<file path="config.mk">
export PLATFORM = sky130hd
export DESIGN_NAME = sereep_reader
export DESIGN_NICKNAME = d
export VERILOG_FILES = /design/src/rtl/sereep_pkg.sv /design/src/rtl/sereep_timer.sv /design/src/rtl/sereep_txsh.sv /design/src/rtl/sereep_rxsh.sv /design/src/rtl/sereep_reader.sv
export SDC_FILE = /design/constraint.sdc
export NUM_CORES = 1
export LEC_CHECK = 0
export CAP_MARGIN = 20
export CORE_MARGIN = 4
export CORE_UTILIZATION = 34
export DETAILED_ROUTE_END_ITERATION = 8
export DONT_BUFFER_PORTS = 1
export PLACE_DENSITY = 0.62
export SYNTH_ARGS = -nofsm -noshare
export SYNTH_HDL_FRONTEND = slang
export SYNTH_SLANG_ARGS = --single-unit
export TNS_END_PERCENT = 100
</file>
<file path="constraint.sdc">
create_clock -name clk -period 3.2 [get_ports clk]
set_clock_uncertainty 0.1 [all_clocks]
set_input_delay 0.64 -clock clk [delete_from_list [all_inputs] [get_ports clk]]
set_output_delay 0.64 -clock clk [all_outputs]
set_load 0.03 [all_outputs]
</file>
<file path="src/rtl/sereep_pkg.sv">
package sereep_pkg;
  typedef enum logic [2:0] {
    ST_IDLE,
    ST_WAKE,
    ST_LOW,
    ST_HIGH,
    ST_GAP
  } seq_state_t;
endpackage

</file>
<file path="src/rtl/sereep_timer.sv">
module sereep_timer #(
  parameter int DLY_W = 8
) (
  input  logic             clk,
  input  logic             rst_n,
  input  logic             run_i,
  input  logic             load_i,
  input  logic [DLY_W-1:0] dly_i,
  output logic             tick_o
);
  logic [DLY_W-1:0] cnt_q, cnt_d;
  logic             cnt_en;

  // phase lasts dly_i cycles: load dly_i-1, tick at zero
  always_comb begin
    cnt_en = 1'b0;
    cnt_d  = cnt_q;
    if (load_i) begin
      cnt_en = 1'b1;
      cnt_d  = dly_i - DLY_W'(1);
    end else if (run_i && (cnt_q != '0)) begin
      cnt_en = 1'b1;
      cnt_d  = cnt_q - DLY_W'(1);
    end
  end

  always_ff @(posedge clk or negedge rst_n) begin
    if (!rst_n) cnt_q <= '0;
    else if (cnt_en) cnt_q <= cnt_d;
  end

  assign tick_o = run_i && (cnt_q == '0);

  a_r3_load_nonzero: assert property (@(posedge clk) disable iff (!rst_n)
    load_i |-> (dly_i != '0));
endmodule

</file>
<file path="src/rtl/sereep_txsh.sv">
module sereep_txsh #(
  parameter int W = 16
) (
  input  logic         clk,
  input  logic         rst_n,
  input  logic         load_i,
  input  logic [W-1:0] word_i,
  input  logic         shift_i,
  output logic         msb_o
);
  logic [W-1:0] sr_q, sr_d;
  logic         sr_en;

  always_comb begin
    sr_en = load_i | shift_i;
    if (load_i) sr_d = word_i;
    else        sr_d = {sr_q[W-2:0], 1'b0};
  end

  always_ff @(posedge clk or negedge rst_n) begin
    if (!rst_n) sr_q <= '0;
    else if (sr_en) sr_q <= sr_d;
  end

  assign msb_o = sr_q[W-1];

  a_r4_load_excl_shift: assert property (@(posedge clk) disable iff (!rst_n)
    !(load_i && shift_i));
endmodule

</file>
<file path="src/rtl/sereep_rxsh.sv">
module sereep_rxsh #(
  parameter int W = 8
) (
  input  logic         clk,
  input  logic         rst_n,
  input  logic         shift_i,
  input  logic         bit_i,
  output logic [W-1:0] data_o
);
  logic [W-1:0] sr_q, sr_d;

  // first bit received ends up in the most significant position
  assign sr_d = {sr_q[W-2:0], bit_i};

  always_ff @(posedge clk or negedge rst_n) begin
    if (!rst_n) sr_q <= '0;
    else if (shift_i) sr_q <= sr_d;
  end

  assign data_o = sr_q;
endmodule

</file>
<file path="src/rtl/sereep_reader.sv">
module sereep_reader
  import sereep_pkg::*;
#(
  parameter int                 DLY_W  = 8,
  parameter int                 CNT_W  = 8,
  parameter int                 ADDR_W = 8,
  parameter int                 DATA_W = 8,
  parameter int                 OPC_W  = 8,
  parameter logic [OPC_W-1:0]   RD_OP  = 8'h03,
  parameter logic [OPC_W-1:0]   ST_OP  = 8'h05
) (
  input  logic              clk,
  input  logic              rst_n,
  input  logic              start_i,
  input  logic              status_i,
  input  logic [ADDR_W-1:0] offset_i,
  input  logic [CNT_W-1:0]  count_i,
  input  logic [DLY_W-1:0]  delay_i,
  input  logic              miso_i,
  output logic              cs_n_o,
  output logic              sck_o,
  output logic              mosi_o,
  output logic              busy_o,
  output logic              byte_valid_o,
  output logic [DATA_W-1:0] byte_o,
  output logic              done_o
);
  localparam int CMD_W   = OPC_W + ADDR_W;
  localparam int BITS_MX = CMD_W + DATA_W;
  localparam int BC_W    = $clog2(BITS_MX + 1);
  localparam int WAKE_PH = 4;
  localparam int WK_W    = $clog2(WAKE_PH);

  seq_state_t        state_q, state_d;
  logic [WK_W-1:0]   wake_q, wake_d;
  logic [BC_W-1:0]   bitc_q, bitc_d;
  logic [ADDR_W-1:0] addr_q, addr_d;
  logic [CNT_W-1:0]  left_q, left_d;
  logic              stat_q, stat_d;
  logic [DLY_W-1:0]  dly_q, dly_d;
  logic              valid_q, valid_d;
  logic              done_q, done_d;

  logic              tick, tmr_load, tmr_run;
  logic [DLY_W-1:0]  tmr_dly, dly_in;
  logic              tx_load, tx_shift, tx_msb, rx_shift;
  logic [CMD_W-1:0]  tx_word;
  logic [BC_W-1:0]   cmd_bits, last_bit;
  logic              accept;

  assign accept   = (state_q == ST_IDLE) && start_i;
  assign dly_in   = (delay_i == '0) ? DLY_W'(1) : delay_i;
  assign cmd_bits = stat_q ? BC_W'(OPC_W) : BC_W'(CMD_W);
  assign last_bit = cmd_bits + BC_W'(DATA_W - 1);
  assign tmr_run  = (state_q != ST_IDLE);
  assign tmr_dly  = accept ? dly_in : dly_q;
  assign tx_word  = stat_d ? {ST_OP, {ADDR_W{1'b0}}} : {RD_OP, addr_d};

  sereep_timer #(.DLY_W(DLY_W)) u_tmr (
    .clk    (clk),
    .rst_n  (rst_n),
    .run_i  (tmr_run),
    .load_i (tmr_load),
    .dly_i  (tmr_dly),
    .tick_o (tick)
  );

  sereep_txsh #(.W(CMD_W)) u_tx (
    .clk     (clk),
    .rst_n   (rst_n),
    .load_i  (tx_load),
    .word_i  (tx_word),
    .shift_i (tx_shift),
    .msb_o   (tx_msb)
  );

  sereep_rxsh #(.W(DATA_W)) u_rx (
    .clk     (clk),
    .rst_n   (rst_n),
    .shift_i (rx_shift),
    .bit_i   (miso_i),
    .data_o  (byte_o)
  );

  // sequencer next state
  always_comb begin
    state_d  = state_q;
    wake_d   = wake_q;
    bitc_d   = bitc_q;
    addr_d   = addr_q;
    left_d   = left_q;
    stat_d   = stat_q;
    dly_d    = dly_q;
    valid_d  = 1'b0;
    done_d   = 1'b0;
    tmr_load = 1'b0;
    tx_load  = 1'b0;
    tx_shift = 1'b0;
    rx_shift = 1'b0;
    unique case (state_q)
      ST_IDLE: begin
        if (start_i) begin
          state_d  = ST_WAKE;
          wake_d   = '0;
          addr_d   = offset_i;
          left_d   = count_i;
          stat_d   = status_i;
          dly_d    = dly_in;
          tmr_load = 1'b1;
        end
      end
      ST_WAKE: begin
        if (tick) begin
          if (wake_q == WK_W'(WAKE_PH - 1)) begin
            if (stat_q || (left_q != '0)) begin
              state_d  = ST_LOW;
              bitc_d   = '0;
              tx_load  = 1'b1;
              tmr_load = 1'b1;
            end else begin
              state_d = ST_IDLE;
              done_d  = 1'b1;
            end
          end else begin
            wake_d   = wake_q + WK_W'(1);
            tmr_load = 1'b1;
          end
        end
      end
      ST_LOW: begin
        if (tick) begin
          rx_shift = (bitc_q >= cmd_bits);
          state_d  = ST_HIGH;
          tmr_load = 1'b1;
        end
      end
      ST_HIGH: begin
        if (tick) begin
          tmr_load = 1'b1;
          if (bitc_q == last_bit) begin
            state_d = ST_GAP;
            valid_d = 1'b1;
          end else begin
            state_d  = ST_LOW;
            tx_shift = (bitc_q < cmd_bits);
            bitc_d   = bitc_q + BC_W'(1);
          end
        end
      end
      ST_GAP: begin
        if (tick) begin
          if (!stat_q && (left_q > CNT_W'(1))) begin
            state_d  = ST_LOW;
            left_d   = left_q - CNT_W'(1);
            addr_d   = addr_q + ADDR_W'(1);
            bitc_d   = '0;
            tx_load  = 1'b1;
            tmr_load = 1'b1;
          end else begin
            state_d = ST_IDLE;
            done_d  = 1'b1;
          end
        end
      end
      default: state_d = ST_IDLE;
    endcase
  end

  always_ff @(posedge clk or negedge rst_n) begin
    if (!rst_n) begin
      state_q <= ST_IDLE;
      wake_q  <= '0;
      bitc_q  <= '0;
      addr_q  <= '0;
      left_q  <= '0;
      stat_q  <= 1'b0;
      dly_q   <= DLY_W'(1);
      valid_q <= 1'b0;
      done_q  <= 1'b0;
    end else begin
      state_q <= state_d;
      wake_q  <= wake_d;
      bitc_q  <= bitc_d;
      addr_q  <= addr_d;
      left_q  <= left_d;
      stat_q  <= stat_d;
      dly_q   <= dly_d;
      valid_q <= valid_d;
      done_q  <= done_d;
    end
  end

  // line decode from registered state
  assign cs_n_o       = !((state_q == ST_LOW) || (state_q == ST_HIGH));
  assign sck_o        = (state_q == ST_HIGH) || ((state_q == ST_WAKE) && !wake_q[0]);
  assign mosi_o       = ((state_q == ST_LOW) || (state_q == ST_HIGH)) &&
                        (bitc_q < cmd_bits) && tx_msb;
  assign busy_o       = (state_q != ST_IDLE);
  assign byte_valid_o = valid_q;
  assign done_o       = done_q;

  a_r1_idle_lines: assert property (@(posedge clk) disable iff (!rst_n)
    !busy_o |-> (cs_n_o && !sck_o && !mosi_o));
  a_r4_mosi_hold: assert property (@(posedge clk) disable iff (!rst_n)
    (sck_o && $past(sck_o)) |-> $stable(mosi_o));
  a_r6_cs_rise_clk_low: assert property (@(posedge clk) disable iff (!rst_n)
    $rose(cs_n_o) |-> !sck_o);
  a_r5_valid_cs_high: assert property (@(posedge clk) disable iff (!rst_n)
    byte_valid_o |-> (cs_n_o && !sck_o && busy_o));
  a_r8_done_not_busy: assert property (@(posedge clk) disable iff (!rst_n)
    done_o |-> (!busy_o && !byte_valid_o));
  a_r10_delay_kept: assert property (@(posedge clk) disable iff (!rst_n)
    (busy_o && $past(busy_o)) |-> $stable(dly_q));
endmodule

</file>
### Yosys cells after proc, flatten, opt, wreduce, memory -nomap -nowiden

Index checks and enable logic that the tools add are counted.

| cells by class | value |
|---|---|
| multiply operators | 0 |
| divide/modulo/power cells | 0 |
| magnitude comparators | 3 |
| add/sub/neg operators | 7 |
| equality and inequality tests | 16 |
| reduce and logical (&&, ||, !) cells | 30 |
| bitwise logic cells | 1 |
| shifts and indexed selects | 0 |
| multiplexer cells | 66 |

Operators by type and width:

| cell | count |
|---|---|
| $mux W8 | 10 |
| $mux W5 | 8 |
| $pmux W8 S2 | 2 |
| $mux W1 | 26 |
| $sub A8 B1 Y8 const B | 3 |
| $mux W3 | 7 |
| $ne A2 B2 Y1 const B | 10 |
| $logic_not A8 Y1 | 2 |
| $mux W16 | 1 |
| $reduce_bool A8 Y1 | 2 |
| $pmux W3 S5 | 1 |
| $pmux W5 S3 | 1 |
| $mux W11 | 1 |
| $mux W2 | 5 |
| $add A8 B1 Y8 const B | 1 |
| $gt A8 B1 Y1 const B | 1 |
| $reduce_and A4 Y1 | 2 |
| $reduce_and A8 Y1 | 1 |
| $logic_and A1 B1 Y1 | 7 |
| $eq A3 B2 Y1 const B | 2 |
| $reduce_and A6 Y1 | 1 |
| $reduce_bool A2 Y1 | 3 |
| $reduce_bool A3 Y1 | 2 |
| $add A5 B1 Y5 const B | 1 |
| 17 further kinds | 23 |

| storage, ports and cells | value |
|---|---|
| flip-flop bits (word level) | 69 |
| ROM bits | 0 |
| input port bits | 29 |
| word-level logic and storage cells | 135 |
| RAM bits | 0 |
| latch bits | 0 |
| memories | 0 |

### Longest topological paths before layout

Gate-level depths: netlist of the first run.

| logic depth | value |
|---|---|
| word-level depth | 8 |
| gate-level depth with buffers | 13 |

### Modules after synthesis

A second synthesis of the first run with hierarchy kept.

| unflattened totals | value |
|---|---|
| cell total of the unflattened synthesis | 439 |
| area total of the unflattened synthesis | 4096.4 um^2 |

By module, submodules not included:

| module | seq. area each (um^2) | cells each | area an instance (um^2) | times used |
|---|---|---|---|---|
| sereep_reader | 927.1 | 286 | 2373.5 | 1 |
| sereep_txsh | 400.4 | 69 | 742.0 | 1 |
| sereep_timer | 200.2 | 67 | 649.4 | 1 |
| sereep_rxsh | 200.2 | 17 | 331.6 | 1 |

### Worst setup path after synthesis of the first run

Ideal clock, no wire load.

| path | value |
|---|---|
| kind | reg-to-reg |
| start | register u_tmr.cnt_q[5] |
| end | register u_tmr.cnt_q[6] |
| data required time | 2.971 ns |
| stages on the path, launching flop included | 13 |
| buffers on the path | 3 |
| arrival | 2.936 ns |
| period minus slack after synthesis | 3.165 ns |
| path slack | 0.035 ns |
| cells stage by stage | dfrtp_1 > or4_1 > buf_2 > or4_4 > buf_6 > o21ai_1 > buf_2 > mux2i_1 > ha_1 > nand3_1 > nor4_1 > xnor2_1 > mux2i_1 |

| between the ends | value |
|---|---|
| cells in the longest elaborated chain, start to end | 6 |
| elaborated cells between the ends (all ways) | 15 |
| classes of those cells | add/sub (1); mux (8); reduce/logical (6) |

RTL lines:

| element | line | source |
|---|---|---|
| start: declaration | sereep_timer.sv:11 | `logic [DLY_W-1:0] cnt_q, cnt_d;` |
| start signal: assignment | sereep_timer.sv:29 | `else if (cnt_en) cnt_q <= cnt_d;` |
| $logic_not A8 Y1 | sereep_timer.sv:32 | `assign tick_o = run_i && (cnt_q == '0);` |
| $logic_and A1 B1 Y1 | sereep_timer.sv:32 |  |
| $mux W1, on equally long branches | - |  |
| $pmux W1 S4 | sereep_reader.sv:100 | `unique case (state_q)` |
| $reduce_bool A2 Y1 (no line) / $mux W1 (equally long branches) | - |  |
| $reduce_and A2 Y1 (no line) | - |  |

Parallel ways exist; a longest one is shown, timed or not. The select of a mux whose other input is x is not followed.
A chain may end at the register's enable or synchronous reset.

### Worst setup path after layout of the first run

| path | value |
|---|---|
| start | register left_q[0] |
| end | register u_tmr.cnt_q[6] |

| between the ends | value |
|---|---|
| cells in the longest elaborated chain, start to end | 8 |
| elaborated cells between the ends (all ways) | 14 |
| classes of those cells | order compare (1); mux (8); reduce/logical (5) |

RTL lines:

| element | line | source |
|---|---|---|
| start: declaration | sereep_reader.sv:38 | `logic [CNT_W-1:0] left_q, left_d;` |
| start signal: assignment | sereep_reader.sv:185 | `left_q <= left_d;` |
| branches (longest 5 deep; another with $gt A8 B1 Y1) | - |  |
| $pmux W1 S4 * | sereep_reader.sv:100 |  |
| $reduce_bool A2 Y1 (no line) / $mux W1 (equally long branches) | - |  |
| $reduce_and A2 Y1 (no line) | - |  |

Mark *: on every way between the ends.

==> run summary, run 1 <==
outcome -> finished, final reports clean
Synth top area share -> 41.21%
drt initial violations -> 211
DRT Wirelength -> 10400 um
DIE AREA -> 13970 sq um
htree depth -> 3
crit share post-route -> 92.36%
chip width -> 118.2 um
Boundary Pins -> 43
Max Cap Viol -> 0
Main synth FF type -> dfrtp_1
Skew-Pair Late Insertion Delay -> 0.34 ns
CP Capture Type -> flop
most frequent cell after synthesis -> dfrtp_1
synthesized area -> 4129 sq um
final setup fails -> 0
initial antenna violation count -> 0
Root Buffer -> clkbuf_16
Overflow after GRT -> 0
P&R area growth vs syn -> 14.94%
fmax -> 338.4 MHz
CP peak stage delay -> 0.38 ns
worst vdd ir -> 0.3032 mV
post-route setup slack -> 0.2446 ns
postcts setup bufs -> 0
nets -> 489
largest net degree at the start of global routing -> 69
initial core utilization -> 35.40%
RSZ-0062 raised after global routing -> false
CP max FO -> 4
Largest delay share family, worst path -> compound AO/OA/AOI/OAI gates
clock share of power -> 28.6%
Switching Share -> 38.35%
CTS tree -> built
# rows -> 39
clock-pin slew on the worst setup and hold paths -> 0.06 ns
global-route wire length before repair -> 17410 um
Fin Hold WS -> 0.04158 ns
final instance area -> 4746 sq um
cells along the critical path -> inv_1 -> ha_1 -> or2_2 -> a311oi_2 -> a211oi_1 -> o21ai_2 -> mux2i_1 -> ha_1 -> nand3_1 -> nor4_2 -> xnor2_1 -> mux2i_1
Post-synth EDFFs -> 0
cell area after placement -> 4373 sq um
Seq pwr share -> 36.6%
DP Worst Slack -> 0.06694 ns
diodes inserted -> 0
drt first pass iters -> 5
Post-synth top cells -> 68 x dfrtp_1, 37 x nor2_1, 33 x mux2i_1, 33 x nand2_1, 26 x o21ai_0
Slowest cell on crit path -> dfrtp_1
Die Y -> 118.2 um
worst slew pin tran -> 0.7904 ns
number of synthesized register bits -> 69
Worst R2R Setup Slack -> 0.24 ns
Pwr Density -> 806.0 nW/um^2
port buffer count -> 0
final worst path period need -> 2.955 ns
GRT Util Overall -> 15.35%
DRC -> 0
crit path kind -> reg -> reg
placed cell count -> 581
Ys Warns -> 0
clock sinks -> 69
Psw -> 1.467 mW
Post-Syn Area per Cell -> 9.363 sq um
non-filler cells, final -> 598
worst hold-check path type -> in -> async
combinational share of power -> 34.9%
Max Slew Vio Count -> 0
GP Congestion -> 0.8645
Pleak -> 2.104 nW
Synth Instances -> 441
Placeable Area -> 11660 sq um
Cell Int Power -> 2.358 mW
synth unique cells -> 61
share of layout cells above drive strength 1 -> 15.38%
Via density -> 5.781
drt wl/cell -> 17.39 um
worst path required time -> 3.32 ns
dominant cell type by area after synthesis -> dfrtp_1
sequential share of the synthesized area -> 41.85%
Worst slew margin -> 47.31%
setup_tns -> 0 ns
ys async rst share -> 100.0%
Arr. time, crit path -> 3.08 ns
crit path buf inv count -> 1
CTS max path bufs -> 2
hpwl dp -> 7517 um
largest cells by area after synthesis -> dfrtp_1 41%, mux2i_1 8.0%, nor2_1 3.4%
total CTS buffers -> 9
Synthesized Nets -> 480
DR vias -> 3457
Worst setup SP type -> flop
final hold viol count -> 0
Antenna Nets Post-Route -> 0
vias in the first global route -> 3400
cells by family (layout without fill, tap and decap cells):
| group | Yosys count | after routing | share of synthesized area, % |
|---|---|---|---|
| and+or+nand+nor | 156 | 156 | 20.06 |
| DFF | 69 | 69 | 41.85 |
| adders and majority gates | 10 | 10 | 3.030 |
| xor gates and xnor gates | 12 | 12 | 2.545 |
| buffers and inverters | 44 | 58 | 4.394 |
| AOI/OAI and AO/OA | 106 | 106 | 17.12 |
| muxes | 44 | 44 | 11.00 |
path summary, 6_finish.rpt:
check	start	to	cells after the start
worst max-delay path	left_q[0]	u_tmr.cnt_q[6]	12
worst min-delay path	rst_n	dly_q[0]	0
worst max register to register	left_q[0]	u_tmr.cnt_q[6]	12
worst min register to register	dly_q[7]	dly_q[7]	2
max in group asynchronous	rst_n	u_tx.sr_q[8]	1
min in group clk	delay_i[1]	dly_q[1]	2
routing by layer:
metal	GRT usage, %	vias up	routed length [um]
met5	0	-	0
met4	5.934	0	182
met3	5.158	13	711
met2	24.15	101	4889
met1	19.56	1705	4616
li1	-	1638	-
state kept, by name (all words and copies together) (netlist names):
name / flops
addr_q: 8
bitc_q: 5
byte_valid_o: 1
dly_q: 8
done_o: 1
left_q: 8
stat_q: 1
state_q: 3
u_rx.data_o: 8
u_tmr.cnt_q: 8
u_tx.sr_q: 16
wake_q: 2
cell usage in the layout (no fill, tap or decap), types with 3 or more instances in the layout:
cell type  count
or3_1          6
nor2_1        37
or4_1          4
ha_1          10
o22ai_1        8
dfrtp_1       68
nand3_1       12
nand2_1       33
mux2_2        11
buf_4         23
mux2i_1       33
o21ai_0       26
inv_6          3
nor4_1         8
nor2b_1        7
clkbuf_16      9
xnor2_1        4
nand4_1        4
a21oi_1       16
or2_2          3
nor3_1        18
inv_1         18
xor2_1         8
a31oi_1        6
nand2b_1       4
a22oi_1        4
a211oi_1       8
o31ai_1        8
a311oi_1       4
worst register-to-register path, stage by stage, from the launching register on:
cell	delay [ns]
dfrtp_1	0.38
inv_1	0.10
ha_1	0.23
or2_2	0.32
a311oi_2	0.32
a211oi_1	0.12
o21ai_2	0.27
mux2i_1	0.23
ha_1	0.20
nand3_1	0.10
nor4_2	0.20
xnor2_1	0.17
mux2i_1	0.09
power groups by stage:
stage                     Combinational (mW)  Sequential, mW  Clock, mW
after global routing                    1.51            1.43       1.16
after CTS                               1.33            1.39       1.12
after global placement                  1.27            1.38          0
final                                   1.33            1.40       1.09
after detailed placement                1.30            1.40          0
after floorplan                         1.01            1.30          0
through the flow:
step,power [mW],utilization [%]
3_3_place_gp,2.645,37.50
4_1_cts,3.835,40.55
3_5_place_dp,2.698,37.50
2_1_floorplan,2.311,-
5_1_grt,4.104,40.69
6_report,3.825,40.69
area by class of cell:
| class | count | area [sq um] |
|---|---|---|
| fillers | 1142 | 6917 |
| repair buffers | 24 | 200.2 |
| inverters | 18 | 67.56 |
| multi-input cells | 328 | 2242 |
| clock inverters | 7 | 103.9 |
| clock buffers | 9 | 225.2 |
| flip-flops and latches | 69 | 1728 |
| well taps | 143 | 178.9 |
repair_timing:
action,4_1_cts,5_1_grt
resized for setup,0,3
hold buffers,1,0
setup endpoints to repair,0,1
hold endpoints to repair,68,0
(Power assumes the default switching activity.)
==> run 2: changes to the inputs <==
--- a/config.mk
+++ b/config.mk
@@ -10,7 +10,8 @@
 export CORE_UTILIZATION = 34
 export DETAILED_ROUTE_END_ITERATION = 8
 export DONT_BUFFER_PORTS = 1
-export PLACE_DENSITY = 0.62
+export PLACE_DENSITY = 0.6
+export SLEW_MARGIN = 30
 export SYNTH_ARGS = -nofsm -noshare
 export SYNTH_HDL_FRONTEND = slang
 export SYNTH_SLANG_ARGS = --single-unit
==> constraint.sdc (replaced) <==
create_clock -name clk -period 3 [get_ports clk]
set_clock_uncertainty 0.1 [all_clocks]
set_input_delay 0.6 -clock clk [delete_from_list [all_inputs] [get_ports clk]]
set_output_delay 0.6 -clock clk [all_outputs]
set_load 0.03 [all_outputs]
==> run summary, run 2 (synthesis results as in run 1) <==
worst path required time -> 3.12 ns
DR vias -> 3519
register area -> 1729 sq um
chip width -> 118.2 um
Worst slew margin -> 46.99%
CTS max path bufs -> 2
Largest register FFs -> 16
vias in the first global route -> 3426
outcome -> finished, final reports clean
cell area after placement -> 4424 sq um
CTS tree -> built
Pwr Density -> 847.2 nW/um^2
Overflow after GRT -> 0
final hold viol count -> 0
crit share post-route -> 95.54%
drt initial violations -> 249
Antenna Nets Post-Route -> 0
Boundary Pins -> 43
htree depth -> 3
clock-pin slew on the worst setup and hold paths -> 0.06 ns
Skew-Pair Late Insertion Delay -> 0.34 ns
Arr. time, crit path -> 2.99 ns
clock share of power -> 23.6%
P&R area growth vs syn -> 18.76%
initial antenna violation count -> 0
DIE AREA -> 13970 sq um
nets -> 504
worst slew pin tran -> 0.7951 ns
CP Capture Type -> flop
DRT Wirelength -> 10870 um
commonest non-fill, non-tap cell in the layout -> dfrtp_1
drt wl/cell -> 17.72 um
fmax -> 348.9 MHz
Max Slew Vio Count -> 0
worst hold-check path type -> in -> async
port buffer count -> 0
initial core utilization -> 35.40%
GP Congestion -> 0.8571
Die Y -> 118.2 um
Psw -> 1.647 mW
Multi-input gate area -> 2335 sq um
global-route wire length before repair -> 17800 um
CP max FO -> 3
Via density -> 5.741
Cell Int Power -> 2.507 mW
commonest non-fill, non-tap cells in the layout -> 67 x dfrtp_1, 37 x nor2_1, 37 x buf_4, 33 x mux2i_1, 33 x nand2_1
Root Buffer -> clkbuf_16
Worst setup SP type -> flop
diodes inserted -> 0
non-filler cells, final -> 613
clock sinks -> 69
Placeable Area -> 11660 sq um
largest net degree at the start of global routing -> 69
worst vdd ir -> 0.3730 mV
final instance area -> 4903 sq um
final setup fails -> 0
total CTS buffers -> 9
final worst path period need -> 2.866 ns
setup_tns -> 0 ns
GRT Util Overall -> 15.77%
drt first pass iters -> 5
Switching Share -> 39.65%
hpwl dp -> 7609 um
Max Cap Viol -> 0
DRC -> 0
fillcell total -> 1139
Reg with most FFs -> u_tx.sr_q
placed cell count -> 585
combinational share of power -> 41.1%
Pleak -> 2.172 nW
share of layout cells above drive strength 1 -> 19.57%
# rows -> 39
RR Startpoint -> u_tmr.cnt_q[5]
Worst Setup SP -> u_tmr.cnt_q[5]
crit path kind -> reg -> reg
Seq pwr share -> 35.3%
## run 2: cell types whose count changed in the layout (fill, tap and decap cells not counted), sizes merged
cell,previous run,this run
inv,21,18
clkinv,2,6
clkinvlp,0,1
bufinv,2,0
dlygate4sd3,0,1
buf,24,38
## run 2: final timing paths
kind	endpoint	slack [ns]	depth (start not counted)
worst max-delay path	u_tmr.cnt_q[6]	0.13	9
worst min register to register	dly_q[7]	0.40	2
min in group clk	u_rx.data_o[0]	0.30	1
worst max register to register	u_tmr.cnt_q[6]	0.13	9
max in group asynchronous	dly_q[0]	2.08	1
worst min-delay path	u_rx.data_o[4]	0.05	1
## run 2: metrics by stage
step,hold WS [ns],worst slack (ns),power (mW),util [%]
after floorplan,0.2044,-0.04630,2.485,-
after global placement,0.2078,0.1026,2.878,37.94
after detailed placement,0.2079,-0.06099,2.917,37.94
after CTS,0.05214,0.005966,3.959,40.71
after global routing,0.05272,-0.02942,4.469,42.04
final,0.04705,0.1340,4.154,42.04
## run 2: power by group through the flow
stage / Sequential, mW / Clock [mW] / Combinational (mW)
global placement: 1.45 / 0 / 1.43
detailed placement: 1.46 / 0 / 1.46
CTS: 1.44 / 1.01 / 1.50
global route: 1.51 / 1.06 / 1.90
finish: 1.47 / 0.980 / 1.71
floorplan: 1.39 / 0 / 1.10
## run 2: cell type report
| cell class | instances | share of cell area, % |
|---|---|---|
| multi-input cells | 328 | 47.61 |
| flip-flops and latches | 69 | 35.26 |
| repair buffers | 39 | 6.430 |
| clock buffers | 9 | 4.593 |
| well taps | 143 | 3.649 |
| inverters | 18 | 1.378 |
| clock inverters | 7 | 1.072 |
## run 2: timing repair
item | CTS | global route
endpoints found under the hold margin | 68 | 0
endpoints found under the setup margin | 1 | 3
pin swaps | 0 | 8
resized for setup | 2 | 14
hold buffers | 2 | 0
buffers inserted | 0 | 10
## run 2: critical path, stage by stage (launching register included)
cell	delay, ns
dfrtp_2	0.42
or4_4	0.53
or4_4	0.45
o21ai_4	0.18
mux2i_1	0.21
ha_2	0.25
nand3_4	0.09
nor4_4	0.24
xnor2_1	0.17
mux2i_1	0.09
## run 2: layer usage
metal  track usage (%)  vias to the layer above  wire length (um)
met4             4.176                        0               178
met1             20.64                     1710              4949
met2             25.08                      114              5037
li1                  -                     1678                 -
met3             5.301                       17               700
met5                 0                        -                 0
==> run 3: changes to the inputs <==
--- a/config.mk
+++ b/config.mk
@@ -8,6 +8,7 @@
 export CAP_MARGIN = 20
 export CORE_MARGIN = 4
 export CORE_UTILIZATION = 34
+export CTS_BUF_LIST = sky130_fd_sc_hd__clkbuf_4 sky130_fd_sc_hd__clkbuf_8
 export DETAILED_ROUTE_END_ITERATION = 8
 export DONT_BUFFER_PORTS = 1
 export PLACE_DENSITY = 0.6
==> run summary, run 3 (synthesis results as in run 1) <==
Overflow after GRT -> 0
Worst R2R Setup Slack -> 0.14 ns
Max Slew Vio Count -> 0
initial core utilization -> 35.40%
GR Util met1 -> 20.25%
CP max FO -> 3
Skew-Pair Late Insertion Delay -> 0.37 ns
vias in the first global route -> 3427
worst path required time -> 3.15 ns
Cell Int Power -> 2.244 mW
Pwr Density -> 803.6 nW/um^2
drt initial violations -> 262
R2R Path End -> u_tmr.cnt_q[6]
final hold viol count -> 0
DP Worst Slack -> -0.06099 ns
crit path kind -> reg -> reg
fillcell total -> 1158
clock sinks -> 69
Boundary Pins -> 43
Pleak -> 2.122 nW
Worst slew margin -> 46.80%
drt wl/cell -> 17.41 um
RSZ-0062 raised after global routing -> true
post-route setup slack -> 0.1446 ns
cell area after placement -> 4424 sq um
final instance area -> 4792 sq um
initial antenna violation count -> 0
post-layout util -> 41.09%
final worst path period need -> 2.855 ns
M3 GR Usage -> 5.492%
met2 Use GR -> 24.72%
crit share post-route -> 95.18%
clock-pin slew on the worst setup and hold paths -> 0.08 ns
Largest register FFs -> 16
largest net degree at the start of global routing -> 70
DRT Wirelength -> 10650 um
DRC -> 0
worst hold-check path type -> in -> async
Max Cap Viol -> 0
chip width -> 118.2 um
Design Power -> 3.851 mW
depth of the most critical reg-to-reg path -> 9
outcome -> finished, final reports clean
share of layout cells above drive strength 1 -> 19.62%
combinational share of power -> 44.2%
P&R area growth vs syn -> 16.06%
diodes inserted -> 0
CTS max path bufs -> 2
placed cell count -> 585
nets -> 503
total CTS buffers -> 9
Antenna Nets Post-Route -> 0
Switching Share -> 41.73%
hpwl dp -> 7609 um
Via density -> 5.745
htree depth -> 3
DR vias -> 3516
Seq pwr share -> 38.0%
port buffer count -> 0
drt first pass iters -> 5
# rows -> 39
setup_tns -> 0 ns
CP Capture Type -> flop
worst vdd ir -> 0.3541 mV
fmax -> 350.2 MHz
worst slew pin tran -> 0.7979 ns
Psw -> 1.607 mW
Arr. time, crit path -> 3.01 ns
Placeable Area -> 11660 sq um
RR Startpoint -> u_tmr.cnt_q[5]
busiest grt layer -> met2
commonest non-fill, non-tap cells in the layout -> 67 x dfrtp_1, 37 x nor2_1, 37 x buf_4, 33 x mux2i_1, 33 x nand2_1
Root Buffer -> clkbuf_8
CTS tree -> built
DIE AREA -> 13970 sq um
global-route wire length before repair -> 17570 um
Reg with most FFs -> u_tx.sr_q
GP Congestion -> 0.8571
final setup fails -> 0
Die Y -> 118.2 um
Worst setup SP type -> flop
GRT Util Overall -> 15.64%
clock share of power -> 17.8%
non-filler cells, final -> 612
commonest non-fill, non-tap cell in the layout -> dfrtp_1
Fin Hold WS -> 0.01249 ns
==> run 3: changes by cell type in the layout (fill, tap and decap cells not counted), sizes merged <==
cell         delta
dlygate4sd3     -1
==> run 3: how the worst max path moves through the flow <==
stage / startpoint / to / slack (ns) / cells after the start
2_1_floorplan: u_tmr.cnt_q[5] / u_tmr.cnt_q[6] / -0.05 / 12
3_3_place_gp: left_q[0] / u_tmr.cnt_q[6] / 0.10 / 12
3_5_place_dp: left_q[0] / u_tmr.cnt_q[6] / -0.06 / 12
4_1_cts: left_q[0] / u_tmr.cnt_q[6] / 0.005 / 12
5_1_grt: u_tmr.cnt_q[5] / u_tmr.cnt_q[6] / -0.01 / 9
6_report: u_tmr.cnt_q[5] / u_tmr.cnt_q[6] / 0.14 / 9
==> run 3: repair_timing <==
| item | in CTS | in global routing |
|---|---|---|
| hold buffers | 1 | 0 |
| setup endpoints to repair | 1 | 3 |
| resized for setup | 2 | 14 |
| pin swaps | 0 | 8 |
| endpoints found under the hold margin | 69 | 0 |
| setup buffers | 0 | 10 |
==> run 3: power groups by stage <==
stage	clock network, mW	logic [mW]	registers (mW)
after global placement	0	1.43	1.45
after detailed placement	0	1.46	1.46
after CTS	0.720	1.50	1.44
final	0.685	1.70	1.46
after floorplan	0	1.10	1.39
after global routing	0.765	1.90	1.51
==> run 3: cell type report <==
type                    instances  area, sq um  area share, %
multi-input cells             328         2335          48.72
flip-flops and latches         69         1729          36.08
repair buffers                 38        305.3          6.371
well taps                     143        178.9          3.734
clock buffers                   9        123.9          2.585
inverters                      18        67.56          1.410
clock inverters                 7        52.55          1.097
==> run 3: metal layers <==
layer | vias to the layer above | part of all wire, %
met4 | 0 | 1.6
li1 | 1676 | -
met2 | 123 | 46
met1 | 1700 | 45
met5 | - | 0
met3 | 17 | 6.9
==> run 3: critical path: stages, from the launching register on <==
cell,delay (ns)
dfrtp_2,0.42
or4_4,0.53
or4_4,0.45
o21ai_4,0.18
mux2i_1,0.21
ha_2,0.24
nand3_4,0.09
nor4_4,0.24
xnor2_1,0.17
mux2i_1,0.09
